===== config.mk =====
export PLATFORM = sky130hd
export DESIGN_NAME = sample_dma_streamer
export DESIGN_NICKNAME = d
export VERILOG_FILES = /design/src/rtl/dss_pkg.sv /design/src/rtl/dss_regs.sv /design/src/rtl/dss_fetch.sv /design/src/rtl/dss_chan.sv /design/src/rtl/sample_dma_streamer.sv
export SDC_FILE = /design/constraint.sdc
export NUM_CORES = 1
export LEC_CHECK = 0
export BUFFER_PORTS_ARGS = -buffer_cell sky130_fd_sc_hd__buf_2
export CAP_MARGIN = 20
export CORE_MARGIN = 1
export CORE_UTILIZATION = 40
export DETAILED_ROUTE_END_ITERATION = 6
export PLACE_DENSITY = 0.74
export SLEW_MARGIN = 20
export SYNTH_ARGS = -nofsm -noshare
export SYNTH_HDL_FRONTEND = slang
export SYNTH_SLANG_ARGS = --single-unit

===== constraint.sdc =====
create_clock -name clk -period 10.26 [get_ports clk]
set_input_delay 2.565 -clock clk [delete_from_list [all_inputs] [get_ports clk]]
set_output_delay 2.565 -clock clk [all_outputs]
set_load 0.05 [all_outputs]

===== src/rtl/dss_pkg.sv =====
package dss_pkg;
  localparam int REG_DATA_W = 32;

  typedef enum logic [1:0] {
    SEL_CTRL = 2'd0,
    SEL_SRC  = 2'd1,
    SEL_DST  = 2'd2,
    SEL_CNT  = 2'd3
  } reg_sel_e;

  localparam int CTRL_START_LO = 0;
  localparam int CTRL_START_HI = 1;
  localparam int CTRL_STAT_LO  = 2;
  localparam int CTRL_STAT_HI  = 3;
  localparam int CTRL_INC_BIT  = 4;
endpackage


===== src/rtl/dss_regs.sv =====
module dss_regs
  import dss_pkg::*;
#(
  parameter int ADDR_W = 24,
  parameter int CNT_W  = 16
) (
  input  logic                  clk,
  input  logic                  rst_n,
  input  logic                  wr_en,
  input  logic [1:0]            sel,
  input  logic [REG_DATA_W-1:0] wdata,
  output logic [REG_DATA_W-1:0] rdata,
  input  logic                  adv_i,
  output logic                  run_o,
  output logic [ADDR_W-1:0]     src_o,
  output logic [CNT_W-1:0]      cnt_o
);
  logic [REG_DATA_W-1:0] ctrl_q, ctrl_d;
  logic [ADDR_W-1:0]     src_q, src_d, dst_q, dst_d;
  logic [CNT_W-1:0]      cnt_q, cnt_d;
  logic [ADDR_W-1:0]     step;

  assign run_o = (ctrl_q[CTRL_START_HI:CTRL_START_LO] == 2'b11) && (cnt_q != '0);
  assign step  = {{(ADDR_W-1){1'b0}}, ctrl_q[CTRL_INC_BIT]};
  assign src_o = src_q;
  assign cnt_o = cnt_q;

  always_comb begin
    ctrl_d = ctrl_q;
    src_d  = src_q;
    dst_d  = dst_q;
    cnt_d  = cnt_q;
    if (adv_i) begin
      src_d = src_q + step;
      cnt_d = cnt_q - CNT_W'(1);
    end
    if (wr_en) begin
      unique case (reg_sel_e'(sel))
        SEL_CTRL: ctrl_d = wdata;
        SEL_SRC:  src_d  = wdata[ADDR_W-1:0];
        SEL_DST:  dst_d  = wdata[ADDR_W-1:0];
        SEL_CNT:  cnt_d  = wdata[CNT_W-1:0];
        default:  ;
      endcase
    end
  end

  always_ff @(posedge clk or negedge rst_n) begin
    if (!rst_n) begin
      ctrl_q <= '0;
      src_q  <= '0;
      dst_q  <= '0;
      cnt_q  <= '0;
    end else begin
      ctrl_q <= ctrl_d;
      src_q  <= src_d;
      dst_q  <= dst_d;
      cnt_q  <= cnt_d;
    end
  end

  always_comb begin
    rdata = '0;
    unique case (reg_sel_e'(sel))
      SEL_CTRL: begin
        rdata = ctrl_q;
        rdata[CTRL_STAT_HI:CTRL_STAT_LO] = run_o ? 2'b11 : 2'b00;
      end
      SEL_SRC: rdata = REG_DATA_W'(src_q);
      SEL_DST: rdata = REG_DATA_W'(dst_q);
      SEL_CNT: rdata = REG_DATA_W'(cnt_q);
      default: rdata = '0;
    endcase
  end

  // each accepted word lowers the count by exactly one
  assert_count_step_R5: assert property (@(posedge clk) disable iff (!rst_n)
    (adv_i && !wr_en) |=> (cnt_q == $past(cnt_q) - CNT_W'(1)));

  // the source moves by the increment bit, no more
  assert_src_step_R4: assert property (@(posedge clk) disable iff (!rst_n)
    (adv_i && !wr_en && !ctrl_q[CTRL_INC_BIT]) |=> $stable(src_q));
endmodule


===== src/rtl/dss_fetch.sv =====
module dss_fetch #(
  parameter int ADDR_W = 24,
  parameter int CNT_W  = 16
) (
  input  logic              clk,
  input  logic              rst_n,
  input  logic              run_i,
  input  logic              strobe_i,
  input  logic [ADDR_W-1:0] src_i,
  input  logic [CNT_W-1:0]  cnt_i,
  input  logic              rvalid_i,
  input  logic              irq_ack_i,
  output logic              mem_req_o,
  output logic [ADDR_W-1:0] mem_addr_o,
  output logic              adv_o,
  output logic              irq_o
);
  logic              pend_q, pend_d;
  logic              req_q, req_d;
  logic [ADDR_W-1:0] addr_q, addr_d;
  logic              irq_q, irq_d;
  logic              launch, last_word;

  assign launch    = run_i && strobe_i && !pend_q;
  assign adv_o     = rvalid_i && pend_q && run_i;
  assign last_word = adv_o && (cnt_i == CNT_W'(1));

  always_comb begin
    pend_d = pend_q;
    if (!run_i)        pend_d = 1'b0;
    else if (launch)   pend_d = 1'b1;
    else if (rvalid_i) pend_d = 1'b0;
    req_d  = launch;
    addr_d = launch ? src_i : addr_q;
    irq_d  = irq_q;
    if (irq_ack_i) irq_d = 1'b0;
    if (last_word) irq_d = 1'b1;
  end

  always_ff @(posedge clk or negedge rst_n) begin
    if (!rst_n) begin
      pend_q <= 1'b0;
      req_q  <= 1'b0;
      addr_q <= '0;
      irq_q  <= 1'b0;
    end else begin
      pend_q <= pend_d;
      req_q  <= req_d;
      addr_q <= addr_d;
      irq_q  <= irq_d;
    end
  end

  assign mem_req_o  = req_q;
  assign mem_addr_o = addr_q;
  assign irq_o      = irq_q;

  assert_req_pulse_R3: assert property (@(posedge clk) disable iff (!rst_n)
    mem_req_o |=> !mem_req_o);

  assert_req_from_run_R1: assert property (@(posedge clk) disable iff (!rst_n)
    $rose(mem_req_o) |-> $past(run_i));

  assert_irq_hold_R7: assert property (@(posedge clk) disable iff (!rst_n)
    (irq_o && !irq_ack_i) |=> irq_o);

  assert_irq_on_last_R5: assert property (@(posedge clk) disable iff (!rst_n)
    $rose(irq_o) |-> ($past(cnt_i) == CNT_W'(1)));
endmodule


===== src/rtl/dss_chan.sv =====
module dss_chan #(
  parameter int NCH   = 4,
  parameter int SMP_W = 16
) (
  input  logic                 clk,
  input  logic                 rst_n,
  input  logic                 run_i,
  input  logic                 adv_i,
  input  logic [SMP_W-1:0]     sample_i,
  output logic [NCH*SMP_W-1:0] ch_data_o,
  output logic [NCH-1:0]       ch_load_o
);
  localparam int IDX_W = (NCH > 1) ? $clog2(NCH) : 1;

  logic [IDX_W-1:0] idx_q, idx_d;
  logic [NCH-1:0]   load_q, load_d;

  always_comb begin
    idx_d = idx_q;
    if (!run_i)
      idx_d = '0;
    else if (adv_i)
      idx_d = (idx_q == IDX_W'(NCH-1)) ? '0 : idx_q + IDX_W'(1);
  end

  always_ff @(posedge clk or negedge rst_n) begin
    if (!rst_n) begin
      idx_q  <= '0;
      load_q <= '0;
    end else begin
      idx_q  <= idx_d;
      load_q <= load_d;
    end
  end

  for (genvar c = 0; c < NCH; c++) begin : g_ch
    logic [SMP_W-1:0] smp_q;
    logic             hit;
    assign hit       = adv_i && (idx_q == IDX_W'(c));
    assign load_d[c] = hit;
    always_ff @(posedge clk or negedge rst_n) begin
      if (!rst_n)   smp_q <= '0;
      else if (hit) smp_q <= sample_i;
    end
    assign ch_data_o[c*SMP_W +: SMP_W] = smp_q;
  end

  assign ch_load_o = load_q;

  assert_load_onehot_R6: assert property (@(posedge clk) disable iff (!rst_n)
    $onehot0(ch_load_o));
endmodule


===== src/rtl/sample_dma_streamer.sv =====
module sample_dma_streamer
  import dss_pkg::*;
#(
  parameter int ADDR_W = 24,
  parameter int CNT_W  = 16,
  parameter int NCH    = 4,
  parameter int SMP_W  = 16
) (
  input  logic                  clk,
  input  logic                  rst_n,
  input  logic                  cfg_wr,
  input  logic [1:0]            cfg_addr,
  input  logic [REG_DATA_W-1:0] cfg_wdata,
  output logic [REG_DATA_W-1:0] cfg_rdata,
  input  logic                  slot_strobe,
  output logic                  mem_req,
  output logic [ADDR_W-1:0]     mem_addr,
  input  logic                  mem_rvalid,
  input  logic [REG_DATA_W-1:0] mem_rdata,
  output logic [NCH*SMP_W-1:0]  ch_data,
  output logic [NCH-1:0]        ch_load,
  output logic                  dma_irq,
  input  logic                  irq_ack
);
  logic [1:0]        rst_pipe;
  logic              rst_s_n;
  logic              run, adv;
  logic [ADDR_W-1:0] src;
  logic [CNT_W-1:0]  cnt;

  always_ff @(posedge clk or negedge rst_n) begin
    if (!rst_n) rst_pipe <= 2'b00;
    else        rst_pipe <= {rst_pipe[0], 1'b1};
  end
  assign rst_s_n = rst_pipe[1];

  dss_regs #(.ADDR_W(ADDR_W), .CNT_W(CNT_W)) u_regs (
    .clk(clk), .rst_n(rst_s_n), .wr_en(cfg_wr), .sel(cfg_addr),
    .wdata(cfg_wdata), .rdata(cfg_rdata), .adv_i(adv),
    .run_o(run), .src_o(src), .cnt_o(cnt)
  );

  dss_fetch #(.ADDR_W(ADDR_W), .CNT_W(CNT_W)) u_fetch (
    .clk(clk), .rst_n(rst_s_n), .run_i(run), .strobe_i(slot_strobe),
    .src_i(src), .cnt_i(cnt), .rvalid_i(mem_rvalid), .irq_ack_i(irq_ack),
    .mem_req_o(mem_req), .mem_addr_o(mem_addr), .adv_o(adv), .irq_o(dma_irq)
  );

  dss_chan #(.NCH(NCH), .SMP_W(SMP_W)) u_chan (
    .clk(clk), .rst_n(rst_s_n), .run_i(run), .adv_i(adv),
    .sample_i(mem_rdata[SMP_W-1:0]), .ch_data_o(ch_data), .ch_load_o(ch_load)
  );
endmodule


==> results.py, run 1 <==
metrics = {
    "layout": {
        "seqCellArea_sq_um": 4830,
        "drive_gt1_frac": 0.387,
        "finalNetCount": 926,
        "post_layout_instance_area_sq_um": 10400,
        "layout.filler_cells": 1841,
        "multiInputGateArea_sq_um": 3670,
        "area.growth.synth_to_final_pct": 20.1,
    },
    "timing": {
        "grt_setup_unrepaired": "no",
        "finalHoldWorstSlack_ps": 368,
        "setup_violations": 0,
        "period_minus_slack_ps": 6980,
        "final.setup.worst_slack_ps": 3280,
        "setup-tns-final_ps": 0,
        "worst_max_slew_margin_expressed_relative_to_the_limit": 0.365,
        "actual_transition_at_the_worst_max_transition_pin_ps": 952,
        "final_max_slew_violation_count": 0,
        "final-hold-violation-count": 0,
        "clock_skew_ps": 15.7,
        "min_period_over_period": 0.680,
        "fmax_mhz": 143,
    },
    "setup_path": {
        "r2r_slack_ps": 7270,
        "critical_path.reg2reg.startpoint": "u_regs.cnt_o[0]",
        "cp_top_family": "buffers and inverters",
        "worst-path-buf-inv": 2,
        "path_max_fanout": 29,
        "critical_path_cell_count": 5,
        "rr_endpoint": "u_chan.g_ch[0].smp_q[5]",
        "crit_path_max_incr_delay_ps": 710,
        "cp_capture_type": "output port",
        "path_common_cell": "sky130_fd_sc_hd__buf_2",
        "path_class": "primary input to output port",
        "data_arrival_time_of_the_critical_path_ps": 4410,
        "critical_path.slowest_cell": "sky130_fd_sc_hd__nor2b_1",
        "series_of_cell_instances_along_the_critical_path": "buf_2 > nor2b_1 > nand2_1 > o21ai_0 > buf_2",
        "depth_of_the_worst_register_to_register_path": 8,
        "timing.critical_path.from_type": "primary input",
        "worstPathRequired_ps": 7700,
    },
    "clock_tree": {
        "cts_max_path_buffers": 2,
        "cts_repair_resize_count": 0,
        "post_cts_buffers": 0,
        "clk_latency_ps": 430,
        "clk_pin_slew_worst_paths_ps": 70,
        "cts_inserted_buffers": 17,
        "post_cts_hold_buffer_count": 0,
        "cts_tree": "built",
        "cts_max_level": 4,
        "clock-root-buffer": "sky130_fd_sc_hd__clkbuf_16",
        "tritoncts_num_sinks": 193,
    },
    "flow_run": {
        "max_cap_violations": 0,
    },
    "die": {
        "dieArea_sq_um": 22200,
        "die_y_microns": 149,
        "die_x_microns": 149,
        "floorplan.initialDensity": 0.409,
        "core-area_sq_um": 21200,
        "top_level_ports": 198,
        "rows": 53,
    },
    "place": {
        "count_of_port_buffers_added_during_placement": 181,
        "hpwlAfterDp_microns": 14200,
        "detailed_place.area_sq_um": 9840,
        "pre_cts_ws_ps": 3220,
        "finalWeightedCongestion": 0.783,
    },
    "synth": {
        "synth.avg_cell_area_sq_um": 12.9,
        "yosysWarnings": 0,
        "mappedNetlistArea_sq_um": 8660,
        "ys_async_sr_fraction": 1.00,
        "synth-edff-count": 0,
        "synth.distinct_cells": 38,
        "synth-seq-cells": 193,
        "share_of_synthesized_area_occupied_by_flip_flops_and_latches": 0.558,
        "synth_fp_nets": 752,
        "synthCells": 671,
        "dominantRegCellSynth": "sky130_fd_sc_hd__dfrtp_1",
    },
    "power_and_ir_drop": {
        "pwr-share-seq": 0.427,
        "netSwitchingPower_mw": 0.910,
        "power.share.combinational": 0.301,
        "switching_share_of_power": 0.388,
        "clockPowerShare": 0.272,
        "leakagePower_nw": 4.91,
        "power.internal_mw": 1.44,
        "pd_cells_nw_per_um2": 226,
        "max-vdd-ir-drop_v": 0.000167,
    },
    "grt": {
        "groute.layer.met1.usage": 0.246,
        "met2_resource_use_gr": 0.316,
        "first_global_vias": 5898,
        "aggregate_global_route_resource_usage": 0.188,
        "routing_usage_on_met3": 0.0489,
        "grt-ovfl-total": 0,
        "first_pass_grt_wire_length_microns": 32100,
        "antenna_found_initial": 1,
        "grt_start_max_net_pins": 78,
        "gr-max-usage-layer": "met2",
    },
    "outcome": {
        "status": "finished, final reports clean",
    },
    "hold_path": {
        "min_to": "rst_pipe[1]",
        "holdCritStartpoint": "rst_pipe[0]",
        "hold_class": "flop to flop",
        "min_delay_path_depth": 0,
    },
    "detailed_routing": {
        "drt_iter0_markers": 336,
        "vias_per_cell": 5.23,
        "drt-total-wl_microns": 20100,
        "firstDrtPassIters": 4,
        "detail_route.drc_violations": 0,
        "route.antenna.remaining_nets": 0,
        "vias": 5931,
        "wl_per_cell_microns": 17.7,
    },
}
-- state kept, by name, indices dropped and copies added (netlist names), 2 cells and up --
register,flops
u_chan.g_ch.smp_q,64
u_regs.src_o,24
u_regs.dst_q,24
u_regs.cnt_o,16
u_fetch.mem_addr_o,24
u_chan.idx_q,2
u_regs.ctrl_q,30
rst_pipe,2
u_chan.ch_load_o,4
-- per-stage QoR --
| step | cells | total power [mW] | util |
|---|---|---|---|
| 2_1_floorplan | 671 | 1.54 | - |
| 3_3_place_gp | 1101 | 1.71 | 0.465 |
| 3_5_place_dp | 1101 | 1.73 | 0.465 |
| 4_1_cts | 1133 | 2.37 | 0.492 |
| 5_1_grt | 1133 | 2.46 | 0.492 |
| 6_report | 1134 | 2.35 | 0.492 |
-- layout by cell type (no fill, tap or decap), drive strengths merged --
cell type and instances:
dfrtp 193, buf 188, mux2 142, nand2 40
nor2 39, a21oi 27, o21ai 23, xnor2 19
clkbuf 18, mux4 16, xor2 16, nand3 14
inv 14, nand4 13, nor3 12, and2 10
mux2i 10, ha 9, nor4 9, or4 7
or3 6, nor4b 5, clkinv 5, clkinvlp 4
and3 3, a31oi 3, and4 2, o31ai 2
nand3b 2, nand2b 2, or4b 2, diode 1
nor2b 1, nor4bb 1, conb 1
-- layer usage --
layer | up-vias | share of wire
met2 | 186 | 0.48
li1 | 2758 | -
met1 | 2975 | 0.45
met4 | 0 | 0.0080
met3 | 12 | 0.061
met5 | - | 0
-- power by group through the flow --
stage,Clock [mW],Combinational (mW),Sequential [mW]
after detailed placement,0,0.711,1.02
after global routing,0.685,0.748,1.03
final,0.638,0.708,1.00
after CTS,0.656,0.714,1.00
after floorplan,0,0.286,1.26
after global placement,0,0.702,1.01
-- synth_stat cells (7+ instances only) --
cell type | number | area share
sky130_fd_sc_hd__mux2i_1 | 10 | 0.012
sky130_fd_sc_hd__nor4_1 | 8 | 0.0058
sky130_fd_sc_hd__a21oi_1 | 27 | 0.016
sky130_fd_sc_hd__and2_1 | 10 | 0.0072
sky130_fd_sc_hd__nand3_1 | 14 | 0.0081
sky130_fd_sc_hd__mux2_2 | 87 | 0.11
sky130_fd_sc_hd__or4_1 | 7 | 0.0061
sky130_fd_sc_hd__nand2_1 | 36 | 0.016
sky130_fd_sc_hd__xnor2_1 | 19 | 0.019
sky130_fd_sc_hd__ha_1 | 9 | 0.013
sky130_fd_sc_hd__mux2_1 | 55 | 0.072
sky130_fd_sc_hd__xor2_1 | 16 | 0.016
sky130_fd_sc_hd__nor3_1 | 12 | 0.0069
sky130_fd_sc_hd__clkbuf_1 | 26 | 0.011
sky130_fd_sc_hd__nor2_1 | 38 | 0.016
sky130_fd_sc_hd__inv_1 | 9 | 0.0039
sky130_fd_sc_hd__nand4_1 | 13 | 0.0094
sky130_fd_sc_hd__o21ai_0 | 23 | 0.013
sky130_fd_sc_hd__mux4_2 | 16 | 0.042
sky130_fd_sc_hd__dfrtp_1 | 193 | 0.56
-- worst register-to-register path: stages (launching register included) --
cell                      delay (ps)
sky130_fd_sc_hd__dfrtp_1         440
sky130_fd_sc_hd__inv_1           130
sky130_fd_sc_hd__ha_1            160
sky130_fd_sc_hd__or4b_1          520
sky130_fd_sc_hd__nor4_4          340
sky130_fd_sc_hd__buf_4           310
sky130_fd_sc_hd__nor2_2          160
sky130_fd_sc_hd__nand2_2         420
sky130_fd_sc_hd__mux2_2          390
-- kinds of logic (layout without fill, tap and decap cells) --
kind of cell	count (synthesis)	after routing	synth area share
AND/OR/NAND/NOR	168	168	0.103
adder cells (fa/ha/maj)	9	9	0.0130
multiplexers	168	168	0.238
buffers and inverters	42	229	0.0204
XOR/XNOR	35	35	0.0354
AO/OA/AOI/OAI	55	55	0.0328
other	1	2	0.000433
flip-flops	193	193	0.558
-- layout make-up --
type	instances	area share
Inverter	9	0.00325
Clock inverter	14	0.0119
Sequential cell	193	0.465
Multi-Input combinational cell	436	0.352
Antenna cell	1	0.000241
Tap cell	275	0.0331
Clock buffer	18	0.0422
Timing Repair Buffer	188	0.0921
-- how the worst max path moves through the flow --
stage / startpoint / to
after floorplan: cfg_addr[0] / cfg_rdata[16]
after global placement: cfg_addr[1] / cfg_rdata[17]
after detailed placement: cfg_addr[1] / cfg_rdata[18]
after CTS: cfg_addr[1] / cfg_rdata[18]
after global routing: cfg_addr[1] / cfg_rdata[17]
final: cfg_addr[1] / cfg_rdata[18]
Note: power is estimated with default switching activity, not from simulation.
==> run 2, diff against run 1 <==
--- a/config.mk
+++ b/config.mk
@@ -5,12 +5,13 @@
 export SDC_FILE = /design/constraint.sdc
 export NUM_CORES = 1
 export LEC_CHECK = 0
+export ABC_AREA = 1
 export BUFFER_PORTS_ARGS = -buffer_cell sky130_fd_sc_hd__buf_2
 export CAP_MARGIN = 20
 export CORE_MARGIN = 1
 export CORE_UTILIZATION = 40
 export DETAILED_ROUTE_END_ITERATION = 6
-export PLACE_DENSITY = 0.74
+export PLACE_DENSITY = 0.76
 export SLEW_MARGIN = 20
 export SYNTH_ARGS = -nofsm -noshare
 export SYNTH_HDL_FRONTEND = slang
==> constraint.sdc (replaced) <==
create_clock -name clk -period 5.75 [get_ports clk]
set_input_delay 1.4375 -clock clk [delete_from_list [all_inputs] [get_ports clk]]
set_output_delay 1.4375 -clock clk [all_outputs]
set_load 0.05 [all_outputs]
==> run 2 against run 1 <==
Effect of this change:
- via count up 46%
- first-iteration DRC count up 110%
- clock power increased by 88%
- routed wire length increased by 31%
- combinational power grew 62%
- sequential power is 73% higher
- critical path depth increased by 1
- non-clock buffer count is 4 higher
- clock skew decreased by 2.2 ps
- total power increased by 74%
- critical path type unchanged
- critical endpoint is now cfg_rdata[16]
- highest routed layer is now met5
==> results.py, run 2 <==
metrics = {
    "outcome": {
        "status": "finished, final reports clean",
    },
    "detailed_routing": {
        "route.antenna.remaining_nets": 0,
        "detail_route.drc_violations": 0,
        "firstDrtPassIters": 5,
        "drt-total-wl_microns": 26200,
        "wl_per_cell_microns": 15.3,
        "drt_iter0_markers": 706,
        "vias": 8672,
        "vias_per_cell": 5.06,
    },
    "synth": {
        "synth_fp_nets": 1312,
        "yosys.area.top_type": "sky130_fd_sc_hd__dfrtp_1",
        "post_synth_main_area_contributors": "sky130_fd_sc_hd__dfrtp_1 51%, sky130_fd_sc_hd__nand2_1 20%, sky130_fd_sc_hd__o21ai_0 7.0%, sky130_fd_sc_hd__inv_1 4.5%, sky130_fd_sc_hd__nor2_1 3.2%",
        "synth.avg_cell_area_sq_um": 7.68,
        "synth.distinct_cells": 30,
        "yosysWarnings": 0,
        "synth-seq-cells": 193,
        "synthCells": 1231,
        "mappedNetlistArea_sq_um": 9460,
        "synth-edff-count": 0,
        "synth_top_cells_by_count": "510 x sky130_fd_sc_hd__nand2_1, 193 x sky130_fd_sc_hd__dfrtp_1, 132 x sky130_fd_sc_hd__o21ai_0, 114 x sky130_fd_sc_hd__inv_1, 81 x sky130_fd_sc_hd__nor2_1",
        "ys_async_sr_fraction": 1.00,
        "dominantRegCellSynth": "sky130_fd_sc_hd__dfrtp_1",
        "share_of_synthesized_area_occupied_by_flip_flops_and_latches": 0.511,
        "yosysMostFrequentCell": "sky130_fd_sc_hd__nand2_1",
        "synth_top_area_share": 0.511,
    },
    "clock_tree": {
        "cts_max_level": 4,
        "clock-root-buffer": "sky130_fd_sc_hd__clkbuf_16",
        "cts_max_path_buffers": 2,
        "tritoncts_num_sinks": 193,
        "clk_pin_slew_worst_paths_ps": 80,
        "clk_latency_ps": 440,
        "post_cts_buffers": 0,
        "cts_inserted_buffers": 17,
        "cts_tree": "built",
        "cts_repair_resize_count": 0,
        "post_cts_hold_buffer_count": 0,
    },
    "layout": {
        "final_core_utilization": 0.489,
        "area.growth.synth_to_final_pct": 18.4,
        "top_registers": "u_chan.g_ch.smp_q: 64 flops, u_regs.ctrl_q: 30 flops",
        "commonest_non_fill_non_tap_cell_in_the_layout": "sky130_fd_sc_hd__nand2_1",
        "post_layout_instance_area_sq_um": 11200,
        "flip_flop_count_of_the_largest_register_after_layout": 64,
        "finish.cell_count_without_fillers": 1715,
        "drive_gt1_frac": 0.172,
        "antenna_cells": 0,
        "finalNetCount": 1470,
        "layout.cells.most_common_list": "509 x sky130_fd_sc_hd__nand2_1, 192 x sky130_fd_sc_hd__dfrtp_1, 181 x sky130_fd_sc_hd__buf_2",
        "max_flop_register": "u_chan.g_ch.smp_q",
    },
    "place": {
        "finalWeightedCongestion": 0.916,
        "count_of_port_buffers_added_during_placement": 181,
        "hpwlAfterDp_microns": 18000,
        "numPlacedInstances": 1681,
        "detailed_place.area_sq_um": 10600,
        "pre_cts_ws_ps": 1300,
    },
    "setup_path": {
        "path_max_fanout": 12,
        "timing.critical_path.from_type": "primary input",
        "data_arrival_time_of_the_critical_path_ps": 2930,
        "worst-path-buf-inv": 3,
        "path_common_cell": "sky130_fd_sc_hd__buf_2",
        "series_of_cell_instances_along_the_critical_path": "buf_2 > nor2_2 > buf_4 > nand2_1 > o211ai_1 > buf_2",
        "crit_path_max_incr_delay_ps": 590,
        "cp_capture_type": "output port",
        "critical_path.slowest_cell": "sky130_fd_sc_hd__nor2_2",
        "worstPathRequired_ps": 4310,
        "path_class": "primary input to output port",
        "cp_top_family": "buffers and inverters",
    },
    "die": {
        "floorplan.initialDensity": 0.413,
        "die_x_microns": 156,
        "rows": 55,
        "dieArea_sq_um": 24300,
        "top_level_ports": 198,
        "die_y_microns": 156,
        "core-area_sq_um": 22900,
    },
    "timing": {
        "setup-tns-final_ps": 0,
        "grt_setup_unrepaired": "no",
        "clock_skew_ps": 13.5,
        "min_period_over_period": 0.759,
        "worst_max_slew_margin_expressed_relative_to_the_limit": 0.413,
        "final.setup.worst_slack_ps": 1380,
        "period_minus_slack_ps": 4370,
        "actual_transition_at_the_worst_max_transition_pin_ps": 879,
        "fmax_mhz": 229,
        "final_max_slew_violation_count": 0,
        "final-hold-violation-count": 0,
        "setup_violations": 0,
    },
    "grt": {
        "grt-ovfl-total": 0,
        "first_pass_grt_wire_length_microns": 42800,
        "antenna_found_initial": 2,
        "grt_start_max_net_pins": 192,
        "first_global_vias": 8338,
        "aggregate_global_route_resource_usage": 0.225,
    },
    "flow_run": {
        "max_cap_violations": 0,
    },
    "power_and_ir_drop": {
        "max-vdd-ir-drop_v": 0.000193,
        "pd_cells_nw_per_um2": 364,
        "leakagePower_nw": 6.25,
    },
    "hold_path": {
        "hold_class": "flop to async pin",
    },
}
run 2: cell types whose count changed in the layout (fill, tap and decap cells not counted), moves of 40 or more:
| cell | change |
|---|---|
| sky130_fd_sc_hd__o21ai_0 | +109 |
| sky130_fd_sc_hd__nand3_1 | +40 |
| sky130_fd_sc_hd__inv_1 | +105 |
| sky130_fd_sc_hd__nand2_1 | +473 |
| sky130_fd_sc_hd__mux2_1 | -55 |
| sky130_fd_sc_hd__mux2_2 | -87 |
| sky130_fd_sc_hd__nor2_1 | +41 |
run 2: cell families (layout without fill, tap and decap cells):
group / after synthesis / after routing / share of synthesized area
adders and majority gates: 9 / 9 / 0.0119
AOI/OAI and AO/OA: 177 / 177 / 0.102
xor gates and xnor gates: 21 / 21 / 0.0194
other: 1 / 1 / 0.000396
and+or+nand+nor: 660 / 660 / 0.279
DFF: 193 / 193 / 0.511
buffers and inverters: 170 / 341 / 0.0765
run 2: where the power goes:
| group | internal, mW | switching, mW |
|---|---|---|
| logic | 0.282 | 0.872 |
| clock network | 0.586 | 0.611 |
| registers | 1.57 | 0.158 |
| total | 2.44 | 1.64 |
run 2: worst register-to-register path: stages (launching register included):
cell	delay, ps
sky130_fd_sc_hd__dfrtp_1	410
sky130_fd_sc_hd__inv_1	120
sky130_fd_sc_hd__ha_1	220
sky130_fd_sc_hd__nand2_1	60
sky130_fd_sc_hd__nor2_1	50
sky130_fd_sc_hd__nand2_2	100
sky130_fd_sc_hd__nand3_4	440
sky130_fd_sc_hd__buf_4	550
sky130_fd_sc_hd__nor2_2	780
sky130_fd_sc_hd__nand2_1	130
sky130_fd_sc_hd__nand2_1	100
run 2: final timing paths:
kind                                  from                  endpoint  slack (ps)  depth (start not counted)
max in group asynchronous      rst_pipe[1]           u_regs.dst_q[3]        4430                          2
min reg2reg                    rst_pipe[1]  u_chan.g_ch[0].smp_q[15]         320                          1
min                            rst_pipe[1]  u_chan.g_ch[0].smp_q[15]         320                          1
max reg2reg                u_regs.cnt_o[0]   u_chan.g_ch[3].smp_q[9]        2730                         10
max                            cfg_addr[1]             cfg_rdata[16]        1380                          6
min in group clk               rst_pipe[0]               rst_pipe[1]         360                          0
run 2: cell type report:
cell class              instances  area [sq um]
well taps                     313           392
multi-input cells             868          3910
clock inverters                15           166
flip-flops and latches        193          4830
fillers                      2227         11700
clock buffers                  17           425
repair buffers                192          1030
inverters                     117           439
run 2: routing by layer:
layer  part of all wire  global-route usage  vias to the layer above
met3              0.081              0.0544                       51
li1                   -                   -                     4171
met2               0.47               0.365                      364
met5            0.00050                   0                        -
met1               0.43               0.288                     4084
met4              0.026              0.0915                        2
run 2: through the flow:
step,power [mW],hold slack (ps)
global placement,2.88,337
global route,4.29,368
finish,4.08,318
CTS,4.10,360
floorplan,2.60,331
detailed placement,2.90,342
==> run 3, diff against run 2 <==
==> constraint.sdc (replaced) <==
create_clock -name clk -period 3.7 [get_ports clk]
set_input_delay 0.925 -clock clk [delete_from_list [all_inputs] [get_ports clk]]
set_output_delay 0.925 -clock clk [all_outputs]
set_load 0.05 [all_outputs]
==> run 3 against run 2 <==
Effect of this change:
- flip-flop and latch count is the same
- clock skew grew 2.2 ps
- register-to-register slack lost 1500 ps
- sequential share of layout area is essentially flat
- sequential power grew 56%
- hold slack lost 52 ps
- global-route usage shrank 0.50 points
- worst setup slack lost 850 ps
- first-iteration DRC count shrank 3.4%
- final area is essentially flat
- utilization is essentially flat
==> results.py, run 3 (synthesized netlist as in run 2, its figures left out) <==
metrics = {
    "die": {
        "top_level_ports": 198,
        "die_x_microns": 156,
        "die_y_microns": 156,
        "floorplan.initialDensity": 0.413,
        "rows": 55,
        "core-area_sq_um": 22900,
        "dieArea_sq_um": 24300,
    },
    "timing": {
        "finalHoldWorstSlack_ps": 266,
        "final_max_slew_violation_count": 0,
        "setup_violations": 0,
        "actual_transition_at_the_worst_max_transition_pin_ps": 858,
        "min_period_over_period": 0.854,
        "period_minus_slack_ps": 3160,
        "fmax_mhz": 316,
        "worst_max_slew_margin_expressed_relative_to_the_limit": 0.427,
        "clock_skew_ps": 15.7,
        "grt_setup_unrepaired": "no",
        "final-hold-violation-count": 0,
        "setup-tns-final_ps": 0,
    },
    "grt": {
        "aggregate_global_route_resource_usage": 0.220,
        "first_global_vias": 8153,
        "first_pass_grt_wire_length_microns": 41600,
        "grt_start_max_net_pins": 68,
        "antenna_found_initial": 3,
        "gr-max-usage-layer": "met2",
        "grt-ovfl-total": 0,
        "met2_resource_use_gr": 0.369,
        "routing_usage_on_met3": 0.0567,
        "groute.layer.met1.usage": 0.283,
    },
    "clock_tree": {
        "clock-root-buffer": "sky130_fd_sc_hd__clkbuf_16",
        "post_cts_hold_buffer_count": 0,
        "clk_latency_ps": 430,
        "cts_max_path_buffers": 2,
        "tritoncts_num_sinks": 193,
        "cts_inserted_buffers": 17,
        "cts_repair_resize_count": 0,
        "clk_pin_slew_worst_paths_ps": 70,
        "cts_tree": "built",
        "cts_max_level": 4,
        "post_cts_buffers": 0,
    },
    "detailed_routing": {
        "firstDrtPassIters": 7,
        "drt-total-wl_microns": 26100,
        "route.antenna.remaining_nets": 0,
        "wl_per_cell_microns": 15.2,
        "vias_per_cell": 5.04,
        "vias": 8651,
        "detail_route.drc_violations": 0,
        "drt_iter0_markers": 682,
    },
    "layout": {
        "layout.filler_cells": 2231,
        "post_layout_instance_area_sq_um": 11200,
        "top_registers": "u_chan.g_ch.smp_q: 64 flops, u_regs.ctrl_q: 30 flops",
        "max_flop_register": "u_chan.g_ch.smp_q",
        "area.growth.synth_to_final_pct": 18.4,
        "flip_flop_count_of_the_largest_register_after_layout": 64,
        "multiInputGateArea_sq_um": 3920,
        "drive_gt1_frac": 0.171,
        "seqCellArea_sq_um": 4830,
        "finalNetCount": 1470,
        "layout.cells.most_common_list": "509 x sky130_fd_sc_hd__nand2_1, 192 x sky130_fd_sc_hd__dfrtp_1, 181 x sky130_fd_sc_hd__buf_2",
        "commonest_non_fill_non_tap_cell_in_the_layout": "sky130_fd_sc_hd__nand2_1",
    },
    "setup_path": {
        "critical_path.slowest_cell": "sky130_fd_sc_hd__o2111ai_1",
        "path_class": "primary input to output port",
        "critical_path.reg2reg.startpoint": "u_regs.cnt_o[0]",
        "timing.critical_path.from_type": "primary input",
        "cp_top_family": "buffers and inverters",
        "series_of_cell_instances_along_the_critical_path": "buf_2 > inv_1 > nor2_1 > inv_1 > o2111ai_1 > buf_2",
        "cp_capture_type": "output port",
        "data_arrival_time_of_the_critical_path_ps": 2240,
        "depth_of_the_worst_register_to_register_path": 13,
        "worstPathRequired_ps": 2770,
        "worst-path-buf-inv": 4,
        "path_max_fanout": 14,
        "crit_path_max_incr_delay_ps": 350,
        "r2r_slack_ps": 1250,
        "critical_path.startpoint": "cfg_addr[0]",
        "rr_endpoint": "u_regs.src_o[16]",
    },
    "flow_run": {
        "max_cap_violations": 0,
    },
    "place": {
        "hpwlAfterDp_microns": 18200,
        "detailed_place.area_sq_um": 10600,
        "count_of_port_buffers_added_during_placement": 181,
        "finalWeightedCongestion": 0.930,
    },
    "power_and_ir_drop": {
        "pd_cells_nw_per_um2": 568,
        "leakagePower_nw": 6.26,
        "max-vdd-ir-drop_v": 0.000377,
    },
    "outcome": {
        "status": "finished, final reports clean",
    },
    "hold_path": {
        "hold_class": "primary input to async pin",
    },
}
## run 3: worst max path at each step
stage,end,slack (ps),cells past startpoint
2_1_floorplan,u_chan.ch_load_o[0],520,0
3_3_place_gp,cfg_rdata[2],620,6
3_5_place_dp,cfg_rdata[16],630,6
4_1_cts,cfg_rdata[16],570,6
5_1_grt,cfg_rdata[22],490,6
6_report,cfg_rdata[7],540,6
## run 3: metal layers
layer | share of wire | vias up
li1 | - | 4184
met1 | 0.43 | 4096
met2 | 0.48 | 345
met3 | 0.079 | 24
met4 | 0.014 | 2
met5 | 0.00050 | -
## run 3: power by group
group	leakage (nW)	total (mW)	internal [mW]	switching (mW)
combinational	3.53	1.78	0.438	1.34
clock	0.284	1.88	0.965	0.911
sequential	2.44	2.70	2.44	0.262
## run 3: metrics by stage
| step | std cells | power (mW) | worst slack [ps] | util |
|---|---|---|---|---|
| after floorplan | 1231 | 4.03 | 518 | - |
| after global placement | 1683 | 4.48 | 623 | 0.463 |
| after detailed placement | 1683 | 4.52 | 630 | 0.463 |
| after CTS | 1714 | 6.40 | 571 | 0.489 |
| after global routing | 1715 | 6.68 | 489 | 0.489 |
| final | 1715 | 6.36 | 539 | 0.489 |
## run 3: layout make-up
cell class | count | share of cell area
inverters | 117 | 0.0392
multi-input cells | 868 | 0.349
diodes | 1 | 0.000223
clock inverters | 14 | 0.0151
well taps | 313 | 0.0350
flip-flops and latches | 193 | 0.431
clock buffers | 17 | 0.0380
repair buffers | 192 | 0.0916
